### src/rtl/rcu_pkg.sv
// Package: shared constants and types for the reset cause unit.
// Assumes an 8-bit register port with two addresses.
package rcu_pkg;
    localparam int REG_W     = 8;
    localparam logic SEL_CTRL = 1'b0;
    localparam logic SEL_SRC  = 1'b1;

    // Control register bit positions
    localparam int CTRL_EN_B   = 7;
    localparam int CTRL_OK_B   = 6;
    localparam int CTRL_WARN_B = 5;

    // Cause register bit positions (field order fixed by software)
    localparam int SRC_PIN_B = 0;
    localparam int SRC_SUP_B = 1;
    localparam int SRC_MCD_B = 2;
    localparam int NCAUSE    = 3;

    typedef struct packed {
        logic mcd;
        logic sup;
        logic pin;
    } cause_t;
endpackage

### src/rtl/rcu_sync.sv
// Module: rcu_sync
// Two-flop synchroniser for a vector of independent asynchronous bits.
// Assumes each bit is a level or a slow toggle; no bus coherence is implied.
module rcu_sync #(
    parameter int          W       = 1,
    parameter logic [W-1:0] RST_VAL = '0
) (
    input  logic         clk,
    input  logic         rst_n,
    input  logic [W-1:0] d,
    output logic [W-1:0] q
);
    logic [W-1:0] meta;

    // Two-stage capture into the clock domain
    always_ff @(posedge clk) begin
        if (!rst_n) begin
            meta <= RST_VAL;
            q    <= RST_VAL;
        end else begin
            meta <= d;
            q    <= meta;
        end
    end
endmodule

### src/rtl/rcu_clk_watch.sv
// Module: rcu_clk_watch
// Stuck-clock detector. Counts reference cycles since the last edge of the
// synchronised watched clock and raises fire once TIMEOUT_CYC is reached.
// Assumes the watched clock is already synchronised; en gates everything.
module rcu_clk_watch #(
    parameter int TIMEOUT_CYC = 20000
) (
    input  logic ref_clk,
    input  logic por_n,
    input  logic en,
    input  logic mon_s,
    output logic fire
);
    localparam int CNT_W = $clog2(TIMEOUT_CYC + 1);

    logic             mon_prev;
    logic [CNT_W-1:0] cnt;
    logic             edge_seen;

    assign edge_seen = mon_s ^ mon_prev;
    assign fire      = (cnt == CNT_W'(TIMEOUT_CYC));

    // Remember the previous synchronised level for edge detection
    always_ff @(posedge ref_clk) begin
        if (!por_n) mon_prev <= 1'b0;
        else        mon_prev <= mon_s;
    end

    // Saturating idle counter, cleared on any edge or while disabled
    always_ff @(posedge ref_clk) begin
        if (!por_n)                  cnt <= '0;
        else if (!en || edge_seen)   cnt <= '0;
        else if (!fire)              cnt <= cnt + 1'b1;
    end

    assert_edge_clears_R3: assert property (@(posedge ref_clk) disable iff (!por_n)
        (en && edge_seen) |=> !fire);
    assert_off_silent_R5: assert property (@(posedge ref_clk) disable iff (!por_n)
        !en |=> !fire);
endmodule

### src/rtl/rcu_rst_seq.sv
// Module: rcu_rst_seq
// Reset sequencer: asserts reset while any cause is active, stretches it by
// HOLD_CYC reference cycles, and captures the cause flags per reset event.
// Assumes causes are reference-domain levels; HOLD_CYC >= 1.
module rcu_rst_seq
    import rcu_pkg::*;
#(
    parameter int HOLD_CYC = 16
) (
    input  logic              ref_clk,
    input  logic              por_n,
    input  cause_t            cause,
    output logic              sys_rst_n,
    output logic [NCAUSE-1:0] flags
);
    localparam int HOLD_W = $clog2(HOLD_CYC + 1);

    logic              in_rst;
    logic [HOLD_W-1:0] hold;
    logic              any_cause;

    assign any_cause = |cause;
    assign sys_rst_n = ~in_rst;

    // Assert on cause, count down the stretch, then release on an edge
    always_ff @(posedge ref_clk) begin
        if (!por_n) begin
            in_rst <= 1'b1;
            hold   <= HOLD_W'(HOLD_CYC);
        end else if (any_cause) begin
            in_rst <= 1'b1;
            hold   <= HOLD_W'(HOLD_CYC);
        end else if (hold != '0) begin
            hold   <= hold - 1'b1;
        end else begin
            in_rst <= 1'b0;
        end
    end

    // Fresh capture at event start, accumulate while the event lasts
    always_ff @(posedge ref_clk) begin
        if (!por_n)                      flags <= '0;
        else if (any_cause && !in_rst)   flags <= cause;
        else if (any_cause)              flags <= flags | cause;
    end

    assert_cause_holds_R1: assert property (@(posedge ref_clk) disable iff (!por_n)
        any_cause |=> !sys_rst_n);
    assert_release_quiet_R8: assert property (@(posedge ref_clk) disable iff (!por_n)
        $rose(sys_rst_n) |-> $past(!any_cause));
    assert_fresh_flags_R9: assert property (@(posedge ref_clk) disable iff (!por_n)
        (any_cause && !in_rst) |=> (flags == $past(cause)));
    assert_flags_steady_R9: assert property (@(posedge ref_clk) disable iff (!por_n)
        !any_cause |=> $stable(flags));
endmodule

### src/rtl/rcu_regs.sv
// Module: rcu_regs
// Register port: supply-monitor control and cause/enable register.
// Assumes single-cycle write strobes in the reference domain; reads are
// combinational from the selected register.
module rcu_regs
    import rcu_pkg::*;
(
    input  logic              ref_clk,
    input  logic              por_n,
    input  logic              reg_sel,
    input  logic              reg_wr,
    input  logic [REG_W-1:0]  reg_wdata,
    output logic [REG_W-1:0]  reg_rdata,
    input  logic              ok_s,
    input  logic              warn_s,
    input  logic [NCAUSE-1:0] flags,
    output logic              mon_en,
    output logic              sup_sel,
    output logic              mcd_en
);
    logic wr_ctrl, wr_src;

    assign wr_ctrl = reg_wr && (reg_sel == SEL_CTRL);
    assign wr_src  = reg_wr && (reg_sel == SEL_SRC);

    // Supply-monitor enable: only bit 7 of the control register is stored
    always_ff @(posedge ref_clk) begin
        if (!por_n)       mon_en <= 1'b0;
        else if (wr_ctrl) mon_en <= reg_wdata[CTRL_EN_B];
    end

    // Detector enable and supply source select from the cause register
    always_ff @(posedge ref_clk) begin
        if (!por_n) begin
            mcd_en  <= 1'b1;
            sup_sel <= 1'b0;
        end else if (wr_src) begin
            mcd_en  <= reg_wdata[SRC_MCD_B];
            sup_sel <= reg_wdata[SRC_SUP_B];
        end
    end

    // Read mux: status bits live, reserved bits zero
    always_comb begin
        reg_rdata = '0;
        if (reg_sel == SEL_CTRL) begin
            reg_rdata[CTRL_EN_B]   = mon_en;
            reg_rdata[CTRL_OK_B]   = ok_s;
            reg_rdata[CTRL_WARN_B] = warn_s;
        end else begin
            reg_rdata[NCAUSE-1:0]  = flags;
        end
    end

    assert_mon_en_write_R6: assert property (@(posedge ref_clk) disable iff (!por_n)
        wr_ctrl |=> (mon_en == $past(reg_wdata[CTRL_EN_B])));
    assert_mcd_en_write_R4: assert property (@(posedge ref_clk) disable iff (!por_n)
        wr_src |=> (mcd_en == $past(reg_wdata[SRC_MCD_B])));
endmodule

### src/rtl/reset_cause_unit.sv
// Module: reset_cause_unit (top)
// Merges pin, supply-monitor and stuck-clock causes into one system reset,
// records the causes, and exposes a two-register control port.
// Assumes por_n, low_power and the register port are synchronous to ref_clk;
// ext_rst_n, mon_clk and the supply status inputs are asynchronous.
module reset_cause_unit
    import rcu_pkg::*;
#(
    parameter int TIMEOUT_CYC = 20000,
    parameter int HOLD_CYC    = 16
) (
    input  logic              ref_clk,
    input  logic              por_n,
    input  logic              ext_rst_n,
    input  logic              mon_clk,
    input  logic              supply_ok,
    input  logic              supply_warn_ok,
    input  logic              low_power,
    input  logic              reg_sel,
    input  logic              reg_wr,
    input  logic [REG_W-1:0]  reg_wdata,
    output logic [REG_W-1:0]  reg_rdata,
    output logic              sys_rst_n,
    output logic [NCAUSE-1:0] cause_flags
);
    localparam int NSYNC = 4;

    logic [NSYNC-1:0] raw, syn;
    logic             mon_en, sup_sel, mcd_en, mcd_fire;
    cause_t           cause;

    assign raw = {supply_warn_ok, supply_ok, mon_clk, ext_rst_n};

    rcu_sync #(.W(NSYNC), .RST_VAL(4'b1101)) u_sync (
        .clk(ref_clk), .rst_n(por_n), .d(raw), .q(syn)
    );

    rcu_clk_watch #(.TIMEOUT_CYC(TIMEOUT_CYC)) u_watch (
        .ref_clk(ref_clk), .por_n(por_n),
        .en(mcd_en && !low_power), .mon_s(syn[1]), .fire(mcd_fire)
    );

    assign cause.pin = ~syn[0];
    assign cause.sup = mon_en & sup_sel & ~syn[2];
    assign cause.mcd = mcd_fire;

    rcu_rst_seq #(.HOLD_CYC(HOLD_CYC)) u_seq (
        .ref_clk(ref_clk), .por_n(por_n), .cause(cause),
        .sys_rst_n(sys_rst_n), .flags(cause_flags)
    );

    rcu_regs u_regs (
        .ref_clk(ref_clk), .por_n(por_n),
        .reg_sel(reg_sel), .reg_wr(reg_wr), .reg_wdata(reg_wdata),
        .reg_rdata(reg_rdata), .ok_s(syn[2]), .warn_s(syn[3]),
        .flags(cause_flags), .mon_en(mon_en), .sup_sel(sup_sel),
        .mcd_en(mcd_en)
    );

    assert_pin_reset_R1: assert property (@(posedge ref_clk) disable iff (!por_n)
        !syn[0] |=> !sys_rst_n);
    assert_sup_gated_R7: assert property (@(posedge ref_clk) disable iff (!por_n)
        (sys_rst_n && !mon_en && syn[0] && !mcd_fire) |=> !cause_flags[SRC_SUP_B] || $stable(cause_flags));
endmodule

### config.mk
export PLATFORM = sky130hd
export DESIGN_NAME = reset_cause_unit
export DESIGN_NICKNAME = d
export VERILOG_FILES = /design/src/rtl/rcu_pkg.sv /design/src/rtl/rcu_sync.sv /design/src/rtl/rcu_clk_watch.sv /design/src/rtl/rcu_rst_seq.sv /design/src/rtl/rcu_regs.sv /design/src/rtl/reset_cause_unit.sv
export SDC_FILE = /design/constraint.sdc
export NUM_CORES = 1
export LEC_CHECK = 0
export BUFFER_PORTS_ARGS = -buffer_cell sky130_fd_sc_hd__buf_2
export CORE_MARGIN = 2
export CORE_UTILIZATION = 40
export CTS_CLUSTER_SIZE = 10
export DETAILED_ROUTE_END_ITERATION = 10
export SYNTH_ARGS = -nofsm -noshare
export SYNTH_HDL_FRONTEND = slang
export SYNTH_SLANG_ARGS = --single-unit
### constraint.sdc
create_clock -name ref_clk -period 1.9 [get_ports ref_clk]
set_input_delay 0.19 -clock ref_clk [delete_from_list [all_inputs] [get_ports ref_clk]]
set_output_delay 0.19 -clock ref_clk [all_outputs]
set_load 0.1 [all_outputs]
# Word-level counts from Yosys, hierarchy flattened
# Index checks and enable logic that the tools add are counted.
# op_classes
mux	4
bitwise_logic	9
reduce_logical	13
eq_ne	1
addsub	2
# op_table
cell	n
$add A15 B1 Y15 const B	1
$eq A15 B15 Y1 const B	1
$mux W3	4
$not A1 Y1	5
$reduce_bool A5 Y1	1
$sub A5 B1 Y5 const B	1
$logic_and A1 B1 Y1	4
$reduce_or A4 Y1	1
$logic_not A1 Y1	3
$or A3 B3 Y3	1
$reduce_or A3 Y1	1
$and A1 B1 Y1	2
$reduce_bool A2 Y1	1
$reduce_or A2 Y1	1
$logic_or A1 B1 Y1	1
$xor A1 B1 Y1	1
# word_totals
reg_bits	36
wordCells	39
inputBits	17

# Longest topological paths before layout
# logic_depth
depth_word	5
mapped_depth	6
depth_no_buf	5

# Cells and area by module
# From an unflattened synthesis, not the netlist that was laid out.
# unflattened
hier_cells	169
hier_area_um2	1620.3
# modules_own_cells
module	instances	area_each_um2	cells_each
rcu_clk_watch	1	789.5	84
rcu_rst_seq	1	399.1	43
rcu_sync	1	210.2	16
rcu_regs	1	202.7	23
reset_cause_unit	1	18.8	3

# Worst setup path after synthesis
# No wires, ideal clock.
# synth_timing
path_type	register to output
startpoint	register u_seq.flags[1]
endpoint	output port reg_rdata[1]
path_buffers	0
t_arrival_ns	1.830
path_stages_with_launch	2
slack_ns	-0.120
cell_sequence	dfxtp_1 and2_1
# synth_between
elab_chain_cells	1
# synth_lines
item	line	source
from (decl)	rcu_rst_seq.sv:14	output logic [NCAUSE-1:0] flags
from (signal assigned)	rcu_rst_seq.sv:43	else if (any_cause && !in_rst) flags <= cause;
from (signal assigned)	rcu_rst_seq.sv:44	else if (any_cause) flags <= flags | cause;
$mux W3	rcu_regs.sv:46	if (reg_sel == SEL_CTRL) begin
to (decl)	reset_cause_unit.sv:22	output logic [REG_W-1:0] reg_rdata,
# Every way passes these cells.

# Final worst setup path
# layout_timing
startpoint	register u_watch.cnt[0]
endpoint	register u_seq.hold[1]
# layout_between
elab_chain_cells	2
# layout_lines
item	line	source
from (decl)	rcu_clk_watch.sv:17	logic [CNT_W-1:0] cnt;
from (signal assigned)	rcu_clk_watch.sv:33	else if (!fire) cnt <= cnt + 1'b1;
$eq A15 B15 Y1	rcu_clk_watch.sv:21	assign fire = (cnt == CNT_W'(TIMEOUT_CYC));
$reduce_or A4 Y1 (no source line)	--	
to (signal assigned)	rcu_rst_seq.sv:29	hold <= HOLD_W'(HOLD_CYC);
to (signal assigned)	rcu_rst_seq.sv:32	hold <= HOLD_W'(HOLD_CYC);
to (signal assigned)	rcu_rst_seq.sv:34	hold <= hold - 1'b1;
to (decl)	rcu_rst_seq.sv:19	logic [HOLD_W-1:0] hold;
# Every way passes these cells.
# A chain may end at the register's enable or synchronous reset.

==> out/qor_table.md <==
| Group | Parameter | Reported |
|:---|:---|:---|
| routing | Avg WL per Cell | 12.84 um |
| cells and area | Fraction of layout instances using a drive strength above 1 | 0.1863 |
| cells and area | Commonest cells after routing, fill and taps aside | dfxtp_1, nand3_1, buf_2, nand2_1, a21oi_1 |
| routing | TritonRoute pass-1 iters | 5 |
| cells and area | Commonest non-fill, non-tap cell in the layout | dfxtp_1 |
| pwr | Ratio of total power to cell area | 1019 nW/um^2 |
| place | Routability congestion estimate from global placement | 0.8289 |
| global route | Via count of the first global-routing pass | 1225 |
| worst hold path | Hold crit path type | input port to register |
| floorplanning | Area inside the core boundary | 3971 um^2 |
| cells and area | Area overhead of the layout relative to synthesis | 14.28% |
| place | Cell count after placement | 244 |
| cells and area | # nets final | 223 |
| place | Count of port buffers added during placement | 21 |
| yosys | Area contributors post-synth | dfxtp_1, nand3_1, mux2i_1 |
| run | Max-cap violations | 0 |
| clock network | CTS Buf Count | 5 |
| floorplanning | Die width | 68.19 um |
| timing | Number of setup violations in the final report | 0 |
| routing | Post-detailed-routing wire length | 3262 um |
| clock network | Maximum root-to-sink buffer count | 2 |
| cells and area | Count of inserted antenna diode cells | 0 |
| yosys | Top cell type's share of synthesized area | 0.4374 |
| status | Outcome | finished, final reports clean |
| yosys | Combined area of all synthesized cells | 1648 um^2 |
| clock network | Source-to-sink clock delay at the later pin of the worst-skew pair | 0.29 ns |
| critical path | Type of element capturing the critical path | register |
| routing | Average vias per placed instance | 5.283 |
| yosys | Cell variety after synth | 41 |
| floorplanning | Placement Rows | 23 |
| timing | Share of the clock period used by the worst path | 0.9448 |
| place | Detailed-placement wirelength estimate | 2337 um |
| yosys | Post-synthesis sequential area ratio | 0.4374 |
| cells and area | Fin area | 1883 um^2 |
| clock network | Reg clk slew, reported paths | 0.08 ns |
| pwr | Worst voltage drop across the vdd grid | 525.7 uV |
| clock network | CTS H-tree depth | 2 |
| floorplanning | I/O Pins | 29 |
| yosys | Cell taking the most area after synthesis | dfxtp_1 |
| timing | Worst hold slack | 0.06746 ns |
| timing | Minimum clock period after layout | 1.795 ns |
| clock network | Count of hold-fix buffers inserted at cts | 0 |
| global route | Wire length of the first global-routing pass | 5582 um |
| critical path | Worst setup path startpoint | u_watch.cnt[0]$_SDFFE_PP0P_ |
| critical path | Arrival time at the worst endpoint | 1.96 ns |
| floorplanning | Die footprint | 4649 um^2 |
| place | Instance area after placement | 1775 um^2 |
| timing | Pins Over Slew Limit | 0 |
| timing | Final setup margin | 0.1049 ns |
| routing | Number of nets still failing antenna checks after routing | 0 |
| critical path | Capturing instance or port of the critical path | u_seq.hold[1]$_SDFFE_PP0P_ |
| critical path | Startpoint kind of the worst setup timing path | register |
| yosys | Count of yosys warnings during synthesis | 0 |
| timing | Headroom to the max-slew limit | 0.6304 |
| yosys | Instance count of the mapped netlist | 182 |
| timing | Tightest Pin Transition | 0.5467 ns |
| pwr | Leakage Power | 0.7068 nW |
| timing | Final number of hold-violating endpoints | 0 |
| yosys | Most instantiated flip-flop cell in the synthesis netlist | dfxtp_1 |
| global route | Final global-route overflow total | 0 |
| yosys | Proportion of register bits with asynchronous set or reset after synthesis | 0 |
| cells and area | Number of inserted filler cells in the final layout | 391 |
| global route | Initial antenna violation count | 0 |
| yosys | Number of enable-type register cells in the synthesized netlist | 0 |
| clock network | CTS Root Cell | clkbuf_8 |
| critical path | Worst Reg-to-Reg Cells | 6 |
| clock network | Clock net sink count | 36 |
| timing | Setup repair after global routing missed its margin | false |
| critical path | Critical-path maximum fanout | 6 |
| yosys | Total of flip-flops plus latches after synthesis | 36 |
| yosys | Average size of a mapped cell | 9.054 um^2 |
| place | Pre-CTS WS | 0.1033 ns |
| critical path | Reg-to-reg slack, setup | 0.10 ns |
| global route | Pin count of the biggest net entering global routing | 18 |
| routing | DRT iter0 DRCs | 59 |
| critical path | Classification of the worst setup path | register to register |
| global route | Aggregate global-route resource usage | 0.1628 |
| timing | Setup clock skew after layout | 0.006645 ns |
| cells and area | Non-filler instance count after layout | 254 |
| critical path | Reg2reg end | u_seq.hold[1]$_SDFFE_PP0P_ |
| critical path | Required time at the worst-slack endpoint | 2.07 ns |
| timing | Upper clock frequency limit | 557.1 MHz |
| floorplanning | DIE HEIGHT | 68.19 um |
| critical path | Launch instance of the worst register-to-register path | u_watch.cnt[0]$_SDFFE_PP0P_ |
| clock network | CTS tree | done |
| floorplanning | Initial core utilization | 0.4149 |
| routing | Total via count in the routed design | 1342 |
| timing | Setup TNS Final | 0 ns |
| routing | Remaining DRCs | 0 |
[critical path, cell delays in order (launching register included)]
cell and delay [ns]:
dfxtp_1 0.34, inv_1 0.08, ha_1 0.15, or4bb_1 0.54, nor4b_4 0.31, buf_4 0.19
nor4b_1 0.06
[sequential cells by signal, indices dropped and copies added, names as in the netlist]
signal	count
u_regs.mcd_en	1
u_sync.q	4
u_seq.in_rst	1
u_watch.cnt	15
u_regs.sup_sel	1
u_seq.flags	3
u_sync.meta	4
u_seq.hold	5
u_regs.mon_en	1
u_watch.mon_prev	1
[cell families (layout without fill, tap and decap cells)]
logic type	after synthesis	count (layout)	share of synthesized area
compound gates	21	21	0.08049
fa+ha+maj	3	3	0.02278
mux	6	6	0.03645
buf+inv	19	40	0.05391
simple gates	90	90	0.3349
xor+xnor	6	6	0.03190
other cells	1	2	0.002276
flops	36	36	0.4374
[worst min path at each step]
| stage | startpoint | endpoint | depth (start not counted) |
|---|---|---|---|
| global route | ext_rst_n | u_sync.meta[0]$_SDFF_PN1_ | 2 |
| detailed placement | ext_rst_n | u_sync.meta[0]$_SDFF_PN1_ | 2 |
| CTS | ext_rst_n | u_sync.meta[0]$_SDFF_PN1_ | 2 |
| finish | ext_rst_n | u_sync.meta[0]$_SDFF_PN1_ | 2 |
| floorplan | por_n | u_sync.meta[0]$_SDFF_PN1_ | 1 |
| global placement | ext_rst_n | u_sync.meta[0]$_SDFF_PN1_ | 2 |
[Yosys cell counts (4+ instances only)]
library cell,instances
o31ai_1,4
nand2_1,12
and2_1,6
clkbuf_1,7
nor2b_1,4
or4_1,4
nand4_1,4
nand2b_1,7
nand3_1,22
nand3b_1,4
a21oi_1,8
dfxtp_1,36
nor2_1,5
mux2i_1,6
nor4b_1,4
inv_1,7
[through the flow]
stage,utilization,power [mW]
2_1_floorplan,-,1.297
3_3_place_gp,0.4471,1.358
3_5_place_dp,0.4471,1.389
4_1_cts,0.4704,1.940
5_1_grt,0.4742,2.013
6_report,0.4742,1.920
[what timing repair did]
action / 4_1_cts / 5_1_grt
endpoints found under the hold margin: 0 / 0
setup endpoints to repair: 0 / 2
buffers inserted: 0 / 2
gates resized for setup: 0 / 0
[final cells by class]
type	instances	area (um^2)	share of cell area
Multi-Input combinational cell	128	845.8	0.4492
Clock buffer	5	68.82	0.03654
Timing Repair Buffer	25	135.1	0.07176
Sequential cell	36	720.7	0.3827
Inverter	7	26.28	0.01395
Clock inverter	3	23.77	0.01262
Tap cell	50	62.56	0.03322
[routing by layer]
layer | wire (um) | global-route usage
met5 | 0 | 0
met4 | 55 | 0.06750
met3 | 113 | 0.04934
met2 | 1616 | 0.2694
met1 | 1477 | 0.1955
[power by group]
group	internal (mW)	switching [mW]	total, mW	leakage, nW
clock	0.259	0.292	0.551	0.0404
sequential	0.826	0.0588	0.885	0.295
combinational	0.145	0.339	0.483	0.372
total	1.23	0.689	1.92	0.707
No activity file was read; power rests on OpenSTA's default activity.
